<file path="src/rtl/rfx_pkg.sv">
package rfx_pkg;

  typedef enum logic [1:0] {
    FLD_IDLE  = 2'd0,
    FLD_START = 2'd1,
    FLD_PAY   = 2'd2,
    FLD_TAIL  = 2'd3
  } fld_e;

  localparam int IDLE_LEN  = 3;
  localparam int START_LEN = 4;
  localparam int TAIL_LEN  = 5;
  localparam int NUM_PASS  = 3;
  localparam int PASS_W    = 2;

  localparam logic [IDLE_LEN-1:0]  IDLE_PAT  = 3'b010;
  localparam logic [START_LEN-1:0] START_PAT = 4'b1110;
  localparam logic [TAIL_LEN-1:0]  TAIL_PAT  = 5'b11000;

  // Pass 2 is the only pass sent without inversion
  function automatic logic pass_inverts(input logic [PASS_W-1:0] pass);
    return pass != PASS_W'(2);
  endfunction

endpackage

</file>
<file path="src/rtl/rfx_rst_sync.sv">
module rfx_rst_sync #(
  parameter int STAGES = 2
) (
  input  logic clk,
  input  logic rst_n,
  output logic rst_n_sync
);

  logic [STAGES-1:0] sync_q;
  logic [STAGES-1:0] sync_d;

  always_comb begin
    sync_d = {sync_q[STAGES-2:0], 1'b1};
  end

  always_ff @(posedge clk or negedge rst_n) begin
    if (!rst_n) begin
      sync_q <= '0;
    end else begin
      sync_q <= sync_d;
    end
  end

  assign rst_n_sync = sync_q[STAGES-1];

endmodule

</file>
<file path="src/rtl/rfx_rec_latch.sv">
module rfx_rec_latch #(
  parameter  int MAX_BYTES = 4,
  parameter  int CNT_W     = 3,
  localparam int DATA_W    = MAX_BYTES * 8,
  localparam int NB_W      = $clog2(MAX_BYTES + 1)
) (
  input  logic              clk,
  input  logic              rst_n,
  input  logic              rec_valid,
  input  logic [DATA_W-1:0] rec_data,
  input  logic [CNT_W-1:0]  rec_count,
  input  logic              finish,
  output logic              accept,
  output logic              busy,
  output logic [DATA_W-1:0] data_q,
  output logic [NB_W-1:0]   nbytes_q
);

  logic            busy_q;
  logic            busy_d;
  logic [NB_W-1:0] nb_in;

  // Clamp the requested count into 1..MAX_BYTES
  always_comb begin
    if (rec_count == '0) begin
      nb_in = NB_W'(1);
    end else if (int'(rec_count) > MAX_BYTES) begin
      nb_in = NB_W'(MAX_BYTES);
    end else begin
      nb_in = NB_W'(rec_count);
    end
  end

  always_comb begin
    accept = rec_valid && !busy_q;
    busy_d = busy_q;
    if (accept) begin
      busy_d = 1'b1;
    end else if (finish) begin
      busy_d = 1'b0;
    end
  end

  always_ff @(posedge clk or negedge rst_n) begin
    if (!rst_n) begin
      busy_q <= 1'b0;
    end else begin
      busy_q <= busy_d;
    end
  end

  // Payload storage needs no reset: it is written before it is read
  always_ff @(posedge clk) begin
    if (accept) begin
      data_q   <= rec_data;
      nbytes_q <= nb_in;
    end
  end

  assign busy = busy_q;

endmodule

</file>
<file path="src/rtl/rfx_frame_seq.sv">
module rfx_frame_seq
  import rfx_pkg::*;
#(
  parameter  int MAX_BYTES = 4,
  localparam int NB_W      = $clog2(MAX_BYTES + 1),
  localparam int IDX_W     = $clog2(MAX_BYTES * 8)
) (
  input  logic              clk,
  input  logic              rst_n,
  input  logic              accept,
  input  logic              step,
  input  logic [NB_W-1:0]   nbytes,
  output fld_e              fld_q,
  output logic [IDX_W-1:0]  idx_q,
  output logic [PASS_W-1:0] pass_q,
  output logic              last_bit
);

  fld_e              fld_d;
  logic [IDX_W-1:0]  idx_d;
  logic [PASS_W-1:0] pass_d;
  logic              field_last;
  logic [NB_W+2:0]   pay_bits;
  logic [IDX_W-1:0]  pay_last_idx;
  logic              seq_en;

  always_comb begin
    pay_bits     = {nbytes, 3'b000};
    pay_last_idx = IDX_W'(pay_bits - 1'b1);
    unique case (fld_q)
      FLD_IDLE:  field_last = (idx_q == IDX_W'(IDLE_LEN - 1));
      FLD_START: field_last = (idx_q == IDX_W'(START_LEN - 1));
      FLD_PAY:   field_last = (idx_q == pay_last_idx);
      FLD_TAIL:  field_last = (idx_q == IDX_W'(TAIL_LEN - 1));
      default:   field_last = 1'b1;
    endcase
    last_bit = (fld_q == FLD_TAIL) && field_last && (pass_q == PASS_W'(NUM_PASS));
  end

  always_comb begin
    seq_en = accept || step;
    fld_d  = fld_q;
    idx_d  = idx_q;
    pass_d = pass_q;
    if (accept) begin
      fld_d  = FLD_IDLE;
      idx_d  = '0;
      pass_d = PASS_W'(1);
    end else if (step) begin
      if (field_last) begin
        idx_d = '0;
        unique case (fld_q)
          FLD_IDLE:  fld_d = FLD_START;
          FLD_START: fld_d = FLD_PAY;
          FLD_PAY:   fld_d = FLD_TAIL;
          default: begin
            fld_d  = FLD_IDLE;
            pass_d = (pass_q == PASS_W'(NUM_PASS)) ? PASS_W'(1) : pass_q + PASS_W'(1);
          end
        endcase
      end else begin
        idx_d = idx_q + IDX_W'(1);
      end
    end
  end

  always_ff @(posedge clk or negedge rst_n) begin
    if (!rst_n) begin
      fld_q  <= FLD_IDLE;
      idx_q  <= '0;
      pass_q <= PASS_W'(1);
    end else if (seq_en) begin
      fld_q  <= fld_d;
      idx_q  <= idx_d;
      pass_q <= pass_d;
    end
  end

endmodule

</file>
<file path="src/rtl/rfx_bit_out.sv">
module rfx_bit_out
  import rfx_pkg::*;
#(
  parameter  int MAX_BYTES = 4,
  localparam int DATA_W    = MAX_BYTES * 8,
  localparam int IDX_W     = $clog2(MAX_BYTES * 8)
) (
  input  logic              clk,
  input  logic              rst_n,
  input  logic              accept,
  input  logic              step,
  input  fld_e              fld,
  input  logic [IDX_W-1:0]  idx,
  input  logic [PASS_W-1:0] pass,
  input  logic              last_bit,
  input  logic [DATA_W-1:0] data,
  output logic              ser_bit,
  output logic              ser_valid,
  output logic [PASS_W-1:0] pass_idx,
  output logic              rec_done
);

  logic              raw_bit;
  logic              line_bit;
  logic [IDX_W-1:0]  pay_pos;
  logic              sb_d;
  logic              sv_d;
  logic              dn_d;
  logic [PASS_W-1:0] pi_d;
  logic              sb_q;
  logic              sv_q;
  logic              dn_q;
  logic [PASS_W-1:0] pi_q;

  // Byte index in the upper bits, MSB-first bit in the low three
  always_comb begin
    pay_pos = {idx[IDX_W-1:3], ~idx[2:0]};
    unique case (fld)
      FLD_IDLE:  raw_bit = IDLE_PAT[2'(IDLE_LEN - 1) - idx[1:0]];
      FLD_START: raw_bit = START_PAT[~idx[1:0]];
      FLD_PAY:   raw_bit = data[pay_pos];
      FLD_TAIL:  raw_bit = TAIL_PAT[3'(TAIL_LEN - 1) - idx[2:0]];
      default:   raw_bit = 1'b0;
    endcase
    line_bit = raw_bit ^ pass_inverts(pass);
  end

  always_comb begin
    sv_d = step;
    sb_d = step && line_bit;
    dn_d = step && last_bit;
    pi_d = pi_q;
    if (accept) begin
      pi_d = PASS_W'(1);
    end else if (step) begin
      pi_d = pass;
    end
  end

  always_ff @(posedge clk or negedge rst_n) begin
    if (!rst_n) begin
      sv_q <= 1'b0;
      sb_q <= 1'b0;
      dn_q <= 1'b0;
      pi_q <= PASS_W'(1);
    end else begin
      sv_q <= sv_d;
      sb_q <= sb_d;
      dn_q <= dn_d;
      if (accept || step) begin
        pi_q <= pi_d;
      end
    end
  end

  assign ser_bit   = sb_q;
  assign ser_valid = sv_q;
  assign rec_done  = dn_q;
  assign pass_idx  = pi_q;

endmodule

</file>
<file path="src/rtl/rfx_serial_tx.sv">
module rfx_serial_tx
  import rfx_pkg::*;
#(
  parameter  int MAX_BYTES   = 4,
  parameter  int CNT_W       = 3,
  parameter  int RST_STAGES  = 2,
  localparam int DATA_W      = MAX_BYTES * 8,
  localparam int NB_W        = $clog2(MAX_BYTES + 1),
  localparam int IDX_W       = $clog2(MAX_BYTES * 8)
) (
  input  logic              clk,
  input  logic              rst_n,
  input  logic              bit_en,
  input  logic              rec_valid,
  output logic              rec_ready,
  input  logic [DATA_W-1:0] rec_data,
  input  logic [CNT_W-1:0]  rec_count,
  output logic              ser_bit,
  output logic              ser_valid,
  output logic [1:0]        pass_idx,
  output logic              rec_done
);

  logic              rst_n_int;
  logic              accept;
  logic              busy;
  logic              step;
  logic              last_bit;
  logic [DATA_W-1:0] data_q;
  logic [NB_W-1:0]   nbytes_q;
  fld_e              fld_q;
  logic [IDX_W-1:0]  idx_q;
  logic [PASS_W-1:0] pass_q;

  rfx_rst_sync #(
    .STAGES (RST_STAGES)
  ) rst_sync_i (
    .clk        (clk),
    .rst_n      (rst_n),
    .rst_n_sync (rst_n_int)
  );

  rfx_rec_latch #(
    .MAX_BYTES (MAX_BYTES),
    .CNT_W     (CNT_W)
  ) rec_latch_i (
    .clk       (clk),
    .rst_n     (rst_n_int),
    .rec_valid (rec_valid),
    .rec_data  (rec_data),
    .rec_count (rec_count),
    .finish    (step && last_bit),
    .accept    (accept),
    .busy      (busy),
    .data_q    (data_q),
    .nbytes_q  (nbytes_q)
  );

  assign step      = busy && bit_en;
  assign rec_ready = !busy;

  rfx_frame_seq #(
    .MAX_BYTES (MAX_BYTES)
  ) frame_seq_i (
    .clk      (clk),
    .rst_n    (rst_n_int),
    .accept   (accept),
    .step     (step),
    .nbytes   (nbytes_q),
    .fld_q    (fld_q),
    .idx_q    (idx_q),
    .pass_q   (pass_q),
    .last_bit (last_bit)
  );

  rfx_bit_out #(
    .MAX_BYTES (MAX_BYTES)
  ) bit_out_i (
    .clk       (clk),
    .rst_n     (rst_n_int),
    .accept    (accept),
    .step      (step),
    .fld       (fld_q),
    .idx       (idx_q),
    .pass      (pass_q),
    .last_bit  (last_bit),
    .data      (data_q),
    .ser_bit   (ser_bit),
    .ser_valid (ser_valid),
    .pass_idx  (pass_idx),
    .rec_done  (rec_done)
  );

endmodule

</file>
<file path="config.mk">
export PLATFORM = sky130hd
export DESIGN_NAME = rfx_serial_tx
export DESIGN_NICKNAME = d
export VERILOG_FILES = /design/src/rtl/rfx_pkg.sv /design/src/rtl/rfx_rst_sync.sv /design/src/rtl/rfx_rec_latch.sv /design/src/rtl/rfx_frame_seq.sv /design/src/rtl/rfx_bit_out.sv /design/src/rtl/rfx_serial_tx.sv
export SDC_FILE = /design/constraint.sdc
export NUM_CORES = 1
export LEC_CHECK = 0
export ABC_CLOCK_PERIOD_IN_PS = 1500
export BUFFER_PORTS_ARGS = -buffer_cell sky130_fd_sc_hd__buf_2
export CAP_MARGIN = 20
export CORE_UTILIZATION = 59
export DETAILED_ROUTE_END_ITERATION = 6
export HOLD_SLACK_MARGIN = 0.08
export PLACE_DENSITY = 0.84
export RECOVER_POWER = 50
export SYNTH_ARGS = -nofsm -noshare
export SYNTH_HDL_FRONTEND = slang
export SYNTH_SLANG_ARGS = --single-unit
</file>
<file path="constraint.sdc">
create_clock -name clk -period 1.5 [get_ports clk]
set_input_delay 0.15 -clock clk [delete_from_list [all_inputs] [get_ports clk]]
set_output_delay 0.15 -clock clk [all_outputs]
set_load 0.1 [all_outputs]
</file>
# --- Yosys cells after proc, flatten, opt, wreduce, memory -nomap -nowiden ---
# Memories as Yosys holds them, arrays and structs flattened.
# Index checks and enable logic that the tools add are counted.
classes:
  addsub: 5
  n_lt_le_gt_ge: 5
  n_eq_ne: 10
  mux: 26
  bitwise: 3
  reduce_logical: 18
op_table:
  columns: ["op", "n"]
  rows:
  - ["2-bit 2-to-1 mux", 10]
  - ["5-bit 2-to-1 mux", 3]
  - ["5-bit by 2-bit equality test with 1-bit output (second input constant)", 2]
  - ["1-bit case mux with 4 select lines", 2]
  - ["1-bit 2-to-1 mux", 7]
  - ["2-bit equality test (second input constant)", 3]
  - ["1-bit logical AND", 6]
  - ["2-bit by 3-bit < comparator with 1-bit output (second input constant)", 2]
  - ["5-bit by 6-bit < comparator with 1-bit output (second input constant)", 1]
  - ["2-bit case mux with 3 select lines", 1]
  - ["2-bit nonzero test", 3]
  - ["5-bit by 1-bit adder with 5-bit output (second input constant)", 1]
  - ["1-bit binary-select mux with 5-bit select", 1]
  - ["5-bit by 3-bit equality test with 1-bit output (second input constant)", 1]
  - ["5-bit equality test", 1]
  - ["5-bit by 1-bit subtractor with 5-bit output (second input constant)", 1]
  - ["1-bit binary-select mux with 2-bit select", 2]
  - ["3-bit by 4-bit < comparator with 1-bit output (second input constant)", 1]
  - ["4-bit AND reduction", 1]
  - ["3-bit greater-than comparator (second input constant)", 1]
  - ["3-bit zero test", 1]
  - ["3-bit NOT", 1]
  - ["3-bit AND reduction", 1]
  - ["3-bit OR reduction", 1]
  - ["other kinds (13)", 13]
totals:
  register_bits: 51
  mem_bits_ro: 8
  in_bits: 39
  out_inout_bits: 6
  wordCells: 80
  memories: 1
mem_list:
  columns: ["name", "depth", "word_bits", "read_ports", "rd_clocked_by_memory_dff", "wr", "line", "rtl"]
  rows:
  - ["(name not given)", 8, 1, 1, 0, 0, "rfx_bit_out.sv:42", "FLD_TAIL: raw_bit = TAIL_PAT[3'(TAIL_LEN - 1) - idx[2:0]];"]

# --- Logic depth before layout (Yosys ltp) ---
# Gate-level depths: netlist (run 1).
depth:
  word_depth: 8
  ltp_mapped: 8
  mapped_depth_nobuf: 7

# --- Cells and area by module ---
# A second synthesis (run 1) with hierarchy kept.
unflattened:
  cells_unflattened: 172
  area_unflattened_um2: 2496.1
modules_own_cells:
  columns: ["mod", "instances", "cells_per_inst", "area_per_inst_um2", "seq_area_each_um2"]
  rows:
  - ["rfx_rec_latch", 1, 48, 1154.9, 1076.0]
  - ["rfx_frame_seq", 1, 71, 711.9, 226.5]
  - ["rfx_bit_out", 1, 47, 558.0, 126.4]
  - ["rfx_rst_sync", 1, 3, 53.8, 50.0]
  - ["rfx_serial_tx", 1, 3, 17.5, 0.0]

# --- Least setup slack after synthesis (run 1) ---
# Ideal clock, no wire load.
synth_path:
  kind: "register to register"
  startpoint: "register rec_latch_i.busy_q (netlist: rec_latch_i.busy)"
  endpoint: "register frame_seq_i.idx_q[2]"
  setup_ns: 0.194
  arrival_time_ns: 2.253
  required_ns: 1.306
  setup_slack_ns: -0.947
  stages_incl_launch_ff: 7
  path_buffers: 1
  period_less_slack_ns: 2.447
  path_cell_list: "dfrtp_1 nor2b_1 clkbuf_1 nor2_1 nor2_1 xnor2_1 nor3_1"
synth_via:
  elab_chain_len: 4
  word_cells_on_any_way: 7
  classes_between: "1 x mux; 6 x reduce/logical"
synth_lines:
  columns: ["element", "line", "rtl"]
  rows:
  - ["start, declared", "rfx_rec_latch.sv:19", "logic busy_q;"]
  - ["start signal, assigned", "rfx_rec_latch.sv:48", "busy_q <= busy_d;"]
  - ["1-bit zero test (*)", "rfx_rec_latch.sv:35", "accept = rec_valid && !busy_q;"]
  - ["1-bit logical AND (*)", "rfx_rec_latch.sv:35", null]
  - ["via accept", "rfx_serial_tx.sv:25", "logic accept;"]
  - ["2-bit nonzero test (no source line) / 1-bit logical OR (equally long branches)", null, null]
  - ["2-bit AND reduction (no source line)", null, null]
  - ["end signal, assigned", "rfx_frame_seq.sv:74", "idx_q <= idx_d;"]
  - ["end, declared", "rfx_frame_seq.sv:14", "output logic [IDX_W-1:0] idx_q,"]
# Mark *: on every way through the listed nets, which the timed path passes. The rest lies on a longest branch.
# A chain may end at the register's enable or synchronous reset.

# --- Final worst setup path (run 1) ---
layout_path:
  startpoint: "register frame_seq_i.idx_q[1]"
  endpoint: "register bit_out_i.sb_q (netlist: bit_out_i.ser_bit)"
layout_via:
  elab_chain_len: 6
  word_cells_on_any_way: 15
  classes_between: "2 x add/sub; 8 x mux; 3 x bitwise; 1 x reduce/logical; 1 x memory"
layout_lines:
  columns: ["element", "line", "rtl"]
  rows:
  - ["3-bit subtractor, or another cell as far along", "rfx_bit_out.sv:42", null]
  - ["memory 8 x 1 bit, or another cell as far along", null, null]
  - ["1-bit 2-to-1 mux, on equally long branches", null, null]
  - ["1-bit case mux with 4 select lines (*)", "rfx_bit_out.sv:38", "unique case (fld)"]
  - ["1-bit bitwise XOR (*)", "rfx_bit_out.sv:45", "line_bit = raw_bit ^ pass_inverts(pass);"]
  - ["1-bit logical AND (*)", "rfx_bit_out.sv:50", "sb_d = step && line_bit;"]
  - ["via bit_out_i.sb_d", "rfx_bit_out.sv:26", "logic sb_d;"]
  - ["end signal, assigned", "rfx_bit_out.sv:63", "sb_q <= 1'b0;"]
  - ["end signal, assigned", "rfx_bit_out.sv:68", "sb_q <= sb_d;"]
  - ["end, declared", "rfx_bit_out.sv:30", "logic sb_q;"]
# Mark *: on every way through the listed nets, which the timed path passes. The rest lies on a longest branch. The select of a mux whose other input is x is not followed.

==> results of run 1 <==
[metrics by stage]
stage / cell area [um2] / utilization [%] / setup slack (ns) / std cells
after detailed placement: 2880 / 76.2 / -0.394 / 280
after CTS: 3360 / 89.2 / -0.419 / 321
after global routing: 3430 / 90.9 / -0.563 / 322
after floorplan: 2420 / - / -0.305 / 167
after global placement: 2880 / 76.2 / -0.320 / 280
final: 3430 / 90.9 / -0.528 / 322
[path summary, 6_finish.rpt]
kind                                                       start                               endpoint  slack [ns]  cells past startpoint
worst max-delay path            frame_seq_i.idx_q[1]$_DFFE_PN0P_            bit_out_i.ser_bit$_DFF_PN0_       -0.53                      8
worst min-delay path                                rec_count[1]  rec_latch_i.nbytes_q[1]$_SDFFCE_PP0P_        0.14                      2
worst max register to register  frame_seq_i.idx_q[1]$_DFFE_PN0P_            bit_out_i.ser_bit$_DFF_PN0_       -0.53                      8
worst min register to register    rst_sync_i.sync_q[1]$_DFF_PN0_       frame_seq_i.idx_q[1]$_DFFE_PN0P_        0.30                      0
max in group asynchronous         rst_sync_i.sync_q[1]$_DFF_PN0_       frame_seq_i.fld_q[1]$_DFFE_PN0P_        0.70                      0
min in group asynchronous                                  rst_n         rst_sync_i.sync_q[1]$_DFF_PN0_        0.20                      2
[power by group through the flow]
stage,Combinational (uW),Sequential (uW),Clock [uW]
6_report,2710,1850,978
5_1_grt,2800,1860,1010
4_1_cts,2260,1810,943
3_5_place_dp,2050,1820,0
3_3_place_gp,1960,1810,0
2_1_floorplan,1190,2010,0
[metal layers]
layer  share of wire [%]  up-vias  global-route usage [%]  wire [um]
met5                   0        -                       0          0
met2                  49      179                    64.4       3950
met3                 9.3       57                    9.03        751
met1                  36      987                    50.8       2930
met4                 5.4        0                    21.7        432
li1                    -      822                       -          -
[worst max-delay path: cells and delay by family, from the launching register on]
| family | cells | cell delay (ns) |
|---|---|---|
| AO/OA/AOI/OAI | 3 | 0.69 |
| flip-flops | 1 | 0.41 |
| buffers and inverters | 3 | 0.47 |
| AND/OR/NAND/NOR | 1 | 0.12 |
| adder cells (fa/ha/maj) | 1 | 0.20 |
[registers in the layout, indices dropped and copies added (netlist names)]
signal	flops
rec_latch_i.nbytes_q	2
rec_latch_i.busy	1
bit_out_i.rec_done	1
frame_seq_i.fld_q	2
bit_out_i.ser_bit	1
rec_latch_i.data_q	32
bit_out_i.ser_valid	1
frame_seq_i.idx_q	5
frame_seq_i.pass_q	2
bit_out_i.pass_idx	2
rst_sync_i.sync_q	2
[kinds of logic (layout without fill, tap and decap cells)]
family | after synthesis | in the layout | share of synthesized area (%)
buffers and inverters | 19 | 126 | 3.73
other | 1 | 1 | 0.157
adders and majority gates | 12 | 12 | 6.30
muxes | 10 | 10 | 9.76
AOI/OAI and AO/OA | 24 | 24 | 6.77
xor gates and xnor gates | 11 | 11 | 4.04
DFF | 51 | 51 | 60.8
and+or+nand+nor | 39 | 39 | 8.45
[repair_timing]
action,4_1_cts,5_1_grt
hold buffers,33,0
hold endpoints to repair,34,0
resized for setup,13,14
pin swaps,9,3
endpoints found under the setup margin,12,14
buffers inserted,0,1
[layout by cell type, fill, tap and decap left out, types with 3 or more instances in the layout]
cell type and count:
mux4_2 7, clkbuf_8 5, edfxtp_1 34, ha_4 3
inv_1 11, o21ai_2 4, nor3_1 3, ha_1 9
xor2_1 4, buf_2 41, nand2_1 9, buf_4 25
clkbuf_1 3, dfrtp_1 13, nor2_1 6, nand4_1 3
xnor2_1 5, a21oi_1 3, dlygate4sd3_1 33
[cell type report]
class / instances / area (um2) / share of cell area (%)
multi-input cells: 97 / 973 / 28.4
inverters: 13 / 51.3 / 1.50
well taps: 48 / 60.1 / 1.75
clock buffers: 6 / 72.6 / 2.12
repair buffers: 105 / 781 / 22.8
clock inverters: 2 / 37.5 / 1.10
flip-flops and latches: 51 / 1450 / 42.4
==> metrics.csv, run 1 <==
metric,value,unit
cts_max_path_buffers,2,
htreeDepth,2,
syn_to_final_growth,43.8,%
violations,negative setup slack,
ys_warn_count,0,
synth_cell_type_count,42,
drv_slew,0,
synth-edff-count,34,
path_class,reg2reg,
via_per_inst,6.35,
tightest_slew,0.714,ns
grt_max_degree,30,
synth_top_cells_by_count,"edfxtp_1, dfrtp_1, inv_1",
synth_cells,167,
nFillCells,128,
yosysSeqAreaShare,60.8,%
async_reset_ff_share,33.3,%
whs,0.138,ns
cellPowerDensity,1610,mW/mm2
leakagePower,0.00142,uW
ir_drop,0.00107,V
cp.arrival,2.21,ns
row_count,22,
place_congestion,0.891,
cp.required,1.68,ns
wirelength,8060,um
path_common_cell,buf_4,
clockPowerShare,17.7,%
antenna_cells_inserted,0,
syn_area_per_cell,14.3,um2
total_power,5530,uW
port_buffers,44,
cts_inserted_buffers,5,
nets,324,
ys_top_cells_by_area,"edfxtp_1, dfrtp_1, ha_1, mux4_1, mux4_2",
syn_area,0.00238,mm2
synth_top_cell_by_area,edfxtp_1,
cts_sinks,51,
start_util,63.2,%
swShare,39.5,%
dr.pass1.iters,5,
finalCriticalPeriod,2.03,ns
cts_tree,done,
finClkSkew,0.00821,ns
rsz0062_at_grt,yes,
core_area,0.00377,mm2
drive_gt1_share,42.0,%
final-setup-viol-count,12,
cp_max_fo,6,
grt_pass1_wl,11800,um
drc,0,
routedWlPerCell,25.0,um
worst_slack,-0.528,ns
drtIter0Drc,290,
finalHoldViolCount,0,
hpwl,3490,um
cap_violations,0,
io_pins,45,
dieArea,0.00430,mm2
hold_class,in2reg,
insertion_delay,0.31,ns
grt-ovfl-total,0,
setup_tns,-4.70,ns
antenna_found_initial,0,
ys_ff_latch,51,
synth-main-ff-cell,edfxtp_1,
intPower,3350,uW
pwr-share-comb,48.9,%
synth_most_common_cell,edfxtp_1,
path_cells,buf_4 -> inv_1 -> buf_4 -> ha_1 -> o21ai_1 -> nand2_1 -> a221oi_1 -> o211ai_1,
outcome,"finished, violations left",
power_switching,2190,uW
max_freq,0.493,GHz
vias,2045,
clk_pin_slew,0.10,ns
grt_pass1_vias,2143,
drtAntennaViolNets,0,
post-route-period-util,135,%
synth_nets,218,
die_y,65.6,um
cp-start-kind,flip-flop,
synth_top_area_share,42.8,%
max_slew_margin,52.4,%
grt_util_all_layers,40.2,%
endpoint_kind,flip-flop,
max_stage_delay,0.41,ns
die_width,65.6,um
slowest_stage,dfrtp_1,
pwr-share-seq,33.4,%
cts-root-buf,clkbuf_8,
Note: power is estimated with default switching activity, not from simulation.
==> run 2, diff against run 1 <==
SYNTH_HIERARCHICAL = 1   (was unset)
==> run 2 against run 1 <==
  * The run still ends with negative setup slack left
  * Global-route usage down 2.8 points
  * Routed wire length rose by 0.91%
  * Clock skew grew 0.0038 ns
  * Clock power down 18%
  * Clock-buffer cell count is the same
  * Critical path depth is 1 lower
  * Highest routed layer unchanged
  * Worst hold slack got worse by 0.0076 ns
  * Maximum frequency down 2.2%
  * Register-to-register slack got worse by 0.04 ns
  * Die area up 2.5%
  * Worst setup slack lost 0.045 ns
==> metrics.csv, run 2 <==
metric,value,unit,change
post-route-period-util,138,%,was 135%
cp.arrival,2.27,ns,was 2.21 ns
cts_tree,done,,unchanged
hold_class,in2reg,,unchanged
whs,0.131,ns,was 0.138 ns
clockPowerShare,13.7,%,was 17.7%
syn_area,0.00245,mm2,was 0.00238 mm2
slowest_stage,mux4_2,,was dfrtp_1
core_area,0.00400,mm2,was 0.00377 mm2
clk_pin_slew,0.10,ns,about the same
grt_max_degree,24,,was 30
finClkSkew,0.0120,ns,was 0.00821 ns
htreeDepth,2,,unchanged
start_util,61.2,%,was 63.2%
path_cells,buf_8 -> mux4_2 -> mux2i_4 -> nor2_2 -> a2111oi_4 -> o311ai_1 -> o41ai_1,,was buf_4 -> inv_1 -> buf_4 -> ha_1 -> o21ai_1 -> nand2_1 -> a221oi_1 -> o211ai_1
routedWlPerCell,24.4,um,was 25.0 um
outcome,"finished, violations left",,unchanged
leakagePower,0.00145,uW,was 0.00142 uW
crit_start,frame_seq_i/idx_q[0]$_DFFE_PN0P_,,was frame_seq_i.idx_q[1]$_DFFE_PN0P_
intPower,3410,uW,was 3350 uW
worstReg2RegStart,frame_seq_i/idx_q[0]$_DFFE_PN0P_,,was frame_seq_i.idx_q[1]$_DFFE_PN0P_
tightest_slew,0.697,ns,was 0.714 ns
top_register,rec_latch_i/data_q,,was rec_latch_i.data_q
drtIter0Drc,301,,was 290
final-setup-viol-count,12,,unchanged
io_pins,45,,unchanged
port_buffers,44,,unchanged
grt-ovfl-total,0,,unchanged
hp-start,rec_valid,,was rec_count[1]
max_freq,0.482,GHz,was 0.493 GHz
cap_violations,0,,unchanged
syn_area_per_cell,14.6,um2,was 14.3 um2
finalHoldViolCount,0,,unchanged
die_y,66.4,um,was 65.6 um
cp_max_fo,10,,was 6
row_count,23,,was 22
cts_sinks,51,,unchanged
vias,2112,,was 2045
swShare,41.6,%,was 39.5%
cts_inserted_buffers,5,,unchanged
via_per_inst,6.34,,was 6.35
multi_input_area,0.00110,mm2,was 973 um2
cts-root-buf,clkbuf_8,,unchanged
max_slew_margin,53.6,%,was 52.4%
regArea,0.00145,mm2,about the same
pwr-share-seq,32.6,%,was 33.4%
pwr-share-comb,53.7,%,was 48.9%
place_ws,-0.464,ns,was -0.394 ns
antenna_found_initial,0,,unchanged
dieArea,0.00441,mm2,was 0.00430 mm2
path_buf_inv,1,,was 3
cellPowerDensity,1640,mW/mm2,was 1610 mW/mm2
antenna_cells_inserted,0,,unchanged
cts_max_path_buffers,2,,unchanged
violations,negative setup slack,,unchanged
dr.pass1.iters,7,,was 5
top_regs,"rec_latch_i/data_q (32), frame_seq_i/idx_q (5)",,"was rec_latch_i.data_q (32), frame_seq_i.idx_q (5)"
wirelength,8140,um,was 8060 um
max_stage_delay,0.56,ns,was 0.41 ns
mostFrequentLayoutCells,"buf_2, edfxtp_1, dlygate4sd3_1",,unchanged
total_power,5840,uW,was 5530 uW
setup_tns,-5.66,ns,was -4.70 ns
ys_warn_count,6,,was 0
place_congestion,0.839,,was 0.891
cp.required,1.69,ns,was 1.68 ns
grt_pass1_vias,2143,,unchanged
die_width,66.4,um,was 65.6 um
largest_reg_flops,32,,unchanged
critPathTopFamily,multiplexers,,was compound AO/OA/AOI/OAI gates
grt_pass1_wl,11400,um,was 11800 um
endpoint_kind,flip-flop,,unchanged
ir_drop,0.000958,V,was 0.00107 V
nets,330,,was 324
synth_cells,168,,was 167
rsz0062_at_grt,yes,,unchanged
finalCriticalPeriod,2.07,ns,was 2.03 ns
drtAntennaViolNets,0,,unchanged
synth_nets,216,,was 218
final_common_cell,buf_2,,unchanged
worst_slack,-0.573,ns,was -0.528 ns
cp-start-kind,flip-flop,,unchanged
drive_gt1_share,45.9,%,was 42.0%
hpwl,3590,um,was 3490 um
path_class,reg2reg,,unchanged
insertion_delay,0.31,ns,about the same
drv_slew,0,,unchanged
final_util,89.0,%,was 90.9%
nFillCells,144,,was 128
syn_to_final_growth,45.5,%,was 43.8%
power_switching,2430,uW,was 2190 uW
grt_util_all_layers,37.4,%,was 40.2%
drc,0,,unchanged
==> run 2: layer usage <==
| layer | vias up | wire [um] | GRT usage [%] |
|---|---|---|---|
| met3 | 50 | 909 | 8.28 |
| met2 | 218 | 3850 | 61.4 |
| met4 | 0 | 413 | 21.0 |
| met5 | - | 0 | 0 |
| li1 | 856 | - | - |
| met1 | 988 | 2970 | 45.5 |
==> run 2: power by group through the flow <==
stage / sequential, uW / combinational (uW) / clock [uW]
after floorplan: 2190 / 1260 / 0
after global routing: 1920 / 3220 / 847
final: 1900 / 3140 / 799
after CTS: 1870 / 2500 / 781
after detailed placement: 1880 / 2300 / 0
after global placement: 1880 / 2200 / 0
==> run 2: path summary, 6_finish.rpt <==
kind	end	depth (start not counted)	slack, ns
setup / recovery	bit_out_i/ser_bit$_DFF_PN0_	7	-0.57
hold / removal	rec_latch_i/busy$_DFFE_PN0P_	3	0.13
setup reg to reg	bit_out_i/ser_bit$_DFF_PN0_	7	-0.57
hold reg to reg	frame_seq_i/idx_q[3]$_DFFE_PN0P_	0	0.28
max in group asynchronous	frame_seq_i/idx_q[1]$_DFFE_PN0P_	0	0.72
min in group asynchronous	rst_sync_i/sync_q[0]$_DFF_PN0_	2	0.18
==> run 2: worst register-to-register path, stage by stage, from the launching register on <==
cell and delay [ns]:
dfrtp_2 0.43, buf_8 0.17, mux4_2 0.57, mux2i_4 0.25, nor2_2 0.10, a2111oi_4 0.23, o311ai_1 0.13, o41ai_1 0.09
==> run 2: layout make-up <==
class	count	area share, %
Sequential cell	51	40.8
Clock inverter	2	0.352
Tap cell	50	1.76
Inverter	8	0.844
Clock buffer	6	2.04
Timing Repair Buffer	110	23.4
Multi-Input combinational cell	106	30.8
==> run 2: stage by stage <==
step                      cell area [um2]  instances
after global placement               2980        286
after floorplan                      2500        168
final                                3560        333
after detailed placement             2980        286
after CTS                            3450        329
after global routing                 3560        333
==> run 2: repair_timing <==
| action | CTS | global route |
|---|---|---|
| pin swaps | 5 | 4 |
| resized for setup | 8 | 16 |
| hold buffers | 33 | 0 |
| setup endpoints to repair | 12 | 13 |
| gates cloned | 0 | 0 |
| buffers inserted | 2 | 4 |
| hold endpoints to repair | 34 | 0 |
==> run 3, diff against run 2 <==
TNS_END_PERCENT = 1   (was unset)
==> run 3 against run 2 <==
  * The run still ends with negative setup slack left
  * Sequential power about the same
  * Cell area decreased by 1.1%
  * Flip-flop and latch count did not move
  * Highest routed layer unchanged
==> metrics.csv, run 3 (synthesis gave the netlist of run 2 again) <==
metric,value,unit,change
outcome,"finished, violations left",,unchanged
violations,negative setup slack,,unchanged
power_switching,2220,uW,was 2430 uW
endpoint_kind,flip-flop,,unchanged
r2r_slack,-0.62,ns,was -0.57 ns
max_freq,0.471,GHz,was 0.482 GHz
top_register,rec_latch_i/data_q,,unchanged
grt-ovfl-total,0,,unchanged
top_regs,"rec_latch_i/data_q (32), frame_seq_i/idx_q (5)",,unchanged
clockPowerShare,15.1,%,was 13.7%
leakagePower,0.00144,uW,was 0.00145 uW
drive_gt1_share,42.3,%,was 45.9%
cts-root-buf,clkbuf_8,,unchanged
grt_max_degree,24,,unchanged
grt_pass1_wl,10500,um,was 11400 um
r2r_cells,6,,was 7
worst_slack,-0.622,ns,was -0.573 ns
routedWlPerCell,21.4,um,was 24.4 um
post-route-period-util,141,%,was 138%
worstReg2RegStart,frame_seq_i/idx_q[0]$_DFFE_PN0P_,,unchanged
io_pins,45,,unchanged
final_common_cell,buf_2,,unchanged
pwr-share-seq,33.4,%,was 32.6%
rsz0062_at_grt,yes,,unchanged
final_area,0.00352,mm2,was 0.00356 mm2
vias,1940,,was 2112
cp.required,1.68,ns,was 1.69 ns
drv_slew,0,,unchanged
htreeDepth,2,,unchanged
core_area,0.00400,mm2,unchanged
syn_to_final_growth,43.9,%,was 45.5%
die_y,66.4,um,unchanged
row_count,23,,unchanged
cap_violations,0,,unchanged
cts_tree,done,,unchanged
antenna_found_initial,0,,unchanged
drtAntennaViolNets,0,,unchanged
hold_class,in2reg,,unchanged
pwr-share-comb,51.5,%,was 53.7%
finClkSkew,0.00665,ns,was 0.0120 ns
dr.pass1.iters,4,,was 7
drtIter0Drc,226,,was 301
drc,0,,unchanged
cts_max_path_buffers,2,,unchanged
wirelength,7070,um,was 8140 um
final-setup-viol-count,12,,unchanged
finalHoldViolCount,0,,unchanged
via_per_inst,5.86,,was 6.34
tightest_slew,0.645,ns,was 0.697 ns
cp_max_fo,4,,was 10
finalCriticalPeriod,2.12,ns,was 2.07 ns
path_class,reg2reg,,unchanged
grt_util_all_layers,35.1,%,was 37.4%
clk_pin_slew,0.09,ns,was 0.10 ns
max_slew_margin,57.0,%,was 53.6%
insertion_delay,0.31,ns,about the same
start_util,61.2,%,unchanged
cts_sinks,51,,unchanged
nets,328,,was 330
final_util,88.0,%,was 89.0%
crit_start,frame_seq_i/idx_q[0]$_DFFE_PN0P_,,unchanged
place_congestion,0.854,,was 0.839
endpoint,bit_out_i/ser_bit$_DFF_PN0_,,unchanged
hpwl,3380,um,was 3590 um
port_buffers,44,,unchanged
r2r_end,bit_out_i/ser_bit$_DFF_PN0_,,unchanged
ir_drop,0.000883,V,was 0.000958 V
largest_reg_flops,32,,unchanged
cellPowerDensity,1610,mW/mm2,was 1640 mW/mm2
cp-start-kind,flip-flop,,unchanged
grt_pass1_vias,2052,,was 2143
mostFrequentLayoutCells,"buf_2, edfxtp_1, dlygate4sd3_1",,unchanged
cp.arrival,2.30,ns,was 2.27 ns
swShare,39.2,%,was 41.6%
intPower,3450,uW,was 3410 uW
dieArea,0.00441,mm2,unchanged
die_width,66.4,um,unchanged
cts_inserted_buffers,5,,unchanged
antenna_cells_inserted,0,,unchanged
place_area,0.00295,mm2,was 0.00298 mm2
run 3: worst min path at each step:
| stage | from | slack (ns) | cells after the start | to |
|---|---|---|---|---|
| after global routing | rec_valid | 0.13 | 3 | rec_latch_i/busy$_DFFE_PN0P_ |
| after floorplan | rst_n | -0.15 | 0 | rst_sync_i/sync_q[0]$_DFF_PN0_ |
| final | rec_valid | 0.12 | 3 | rec_latch_i/busy$_DFFE_PN0P_ |
| after detailed placement | rst_n | -0.06 | 1 | rst_sync_i/sync_q[0]$_DFF_PN0_ |
| after CTS | rec_valid | 0.13 | 3 | rec_latch_i/busy$_DFFE_PN0P_ |
| after global placement | rst_n | -0.07 | 1 | rst_sync_i/sync_q[0]$_DFF_PN0_ |
run 3: layout make-up:
class	count	area, um2
clock buffer	6	82.6
clock inverter	2	16.3
fill	163	480
inverter	8	30.0
multi-input combinational	106	1030
sequential	51	1450
tap	50	62.6
timing repair buffer	108	847
run 3: per-layer routing:
layer | vias up | track usage, % | share of wire [%]
li1 | 851 | - | -
met1 | 926 | 37.6 | 34
met2 | 126 | 63.8 | 53
met3 | 37 | 7.59 | 6.2
met4 | 0 | 18.9 | 5.9
met5 | - | 0 | 0
run 3: power groups by stage:
stage	clock (uW)	sequential [uW]	combinational, uW
global route	915	1910	3090
finish	855	1890	2920
CTS	830	1890	2530
floorplan	0	2180	1200
global placement	0	1890	2140
detailed placement	0	1910	2240
run 3: worst max-delay path, cell delays in order, from the launching register on:
cell       delay [ns]
dfrtp_2          0.43
buf_6            0.11
mux4_2           0.49
mux2_4           0.32
a2111oi_4        0.37
buf_4            0.19
o41ai_2          0.07
run 3: repair_timing:
action	in CTS	in global routing
pin swaps	6	4
endpoints found under the setup margin	12	12
hold buffers	33	0
setup buffers	4	3
gates resized for setup	8	9
endpoints found under the hold margin	34	0
run 3: per-stage QoR:
step | setup slack, ns | cells | setup TNS, ns | total power, uW | hold WS, ns
final | -0.622 | 331 | -4.78 | 5670 | 0.125
after global routing | -0.658 | 331 | -5.66 | 5910 | 0.132
after CTS | -0.426 | 328 | -4.15 | 5250 | 0.133
after detailed placement | -0.456 | 283 | -4.49 | 4140 | -0.0623
after global placement | -0.360 | 283 | -3.25 | 4030 | -0.0655
after floorplan | -0.346 | 168 | -2.83 | 3380 | -0.146
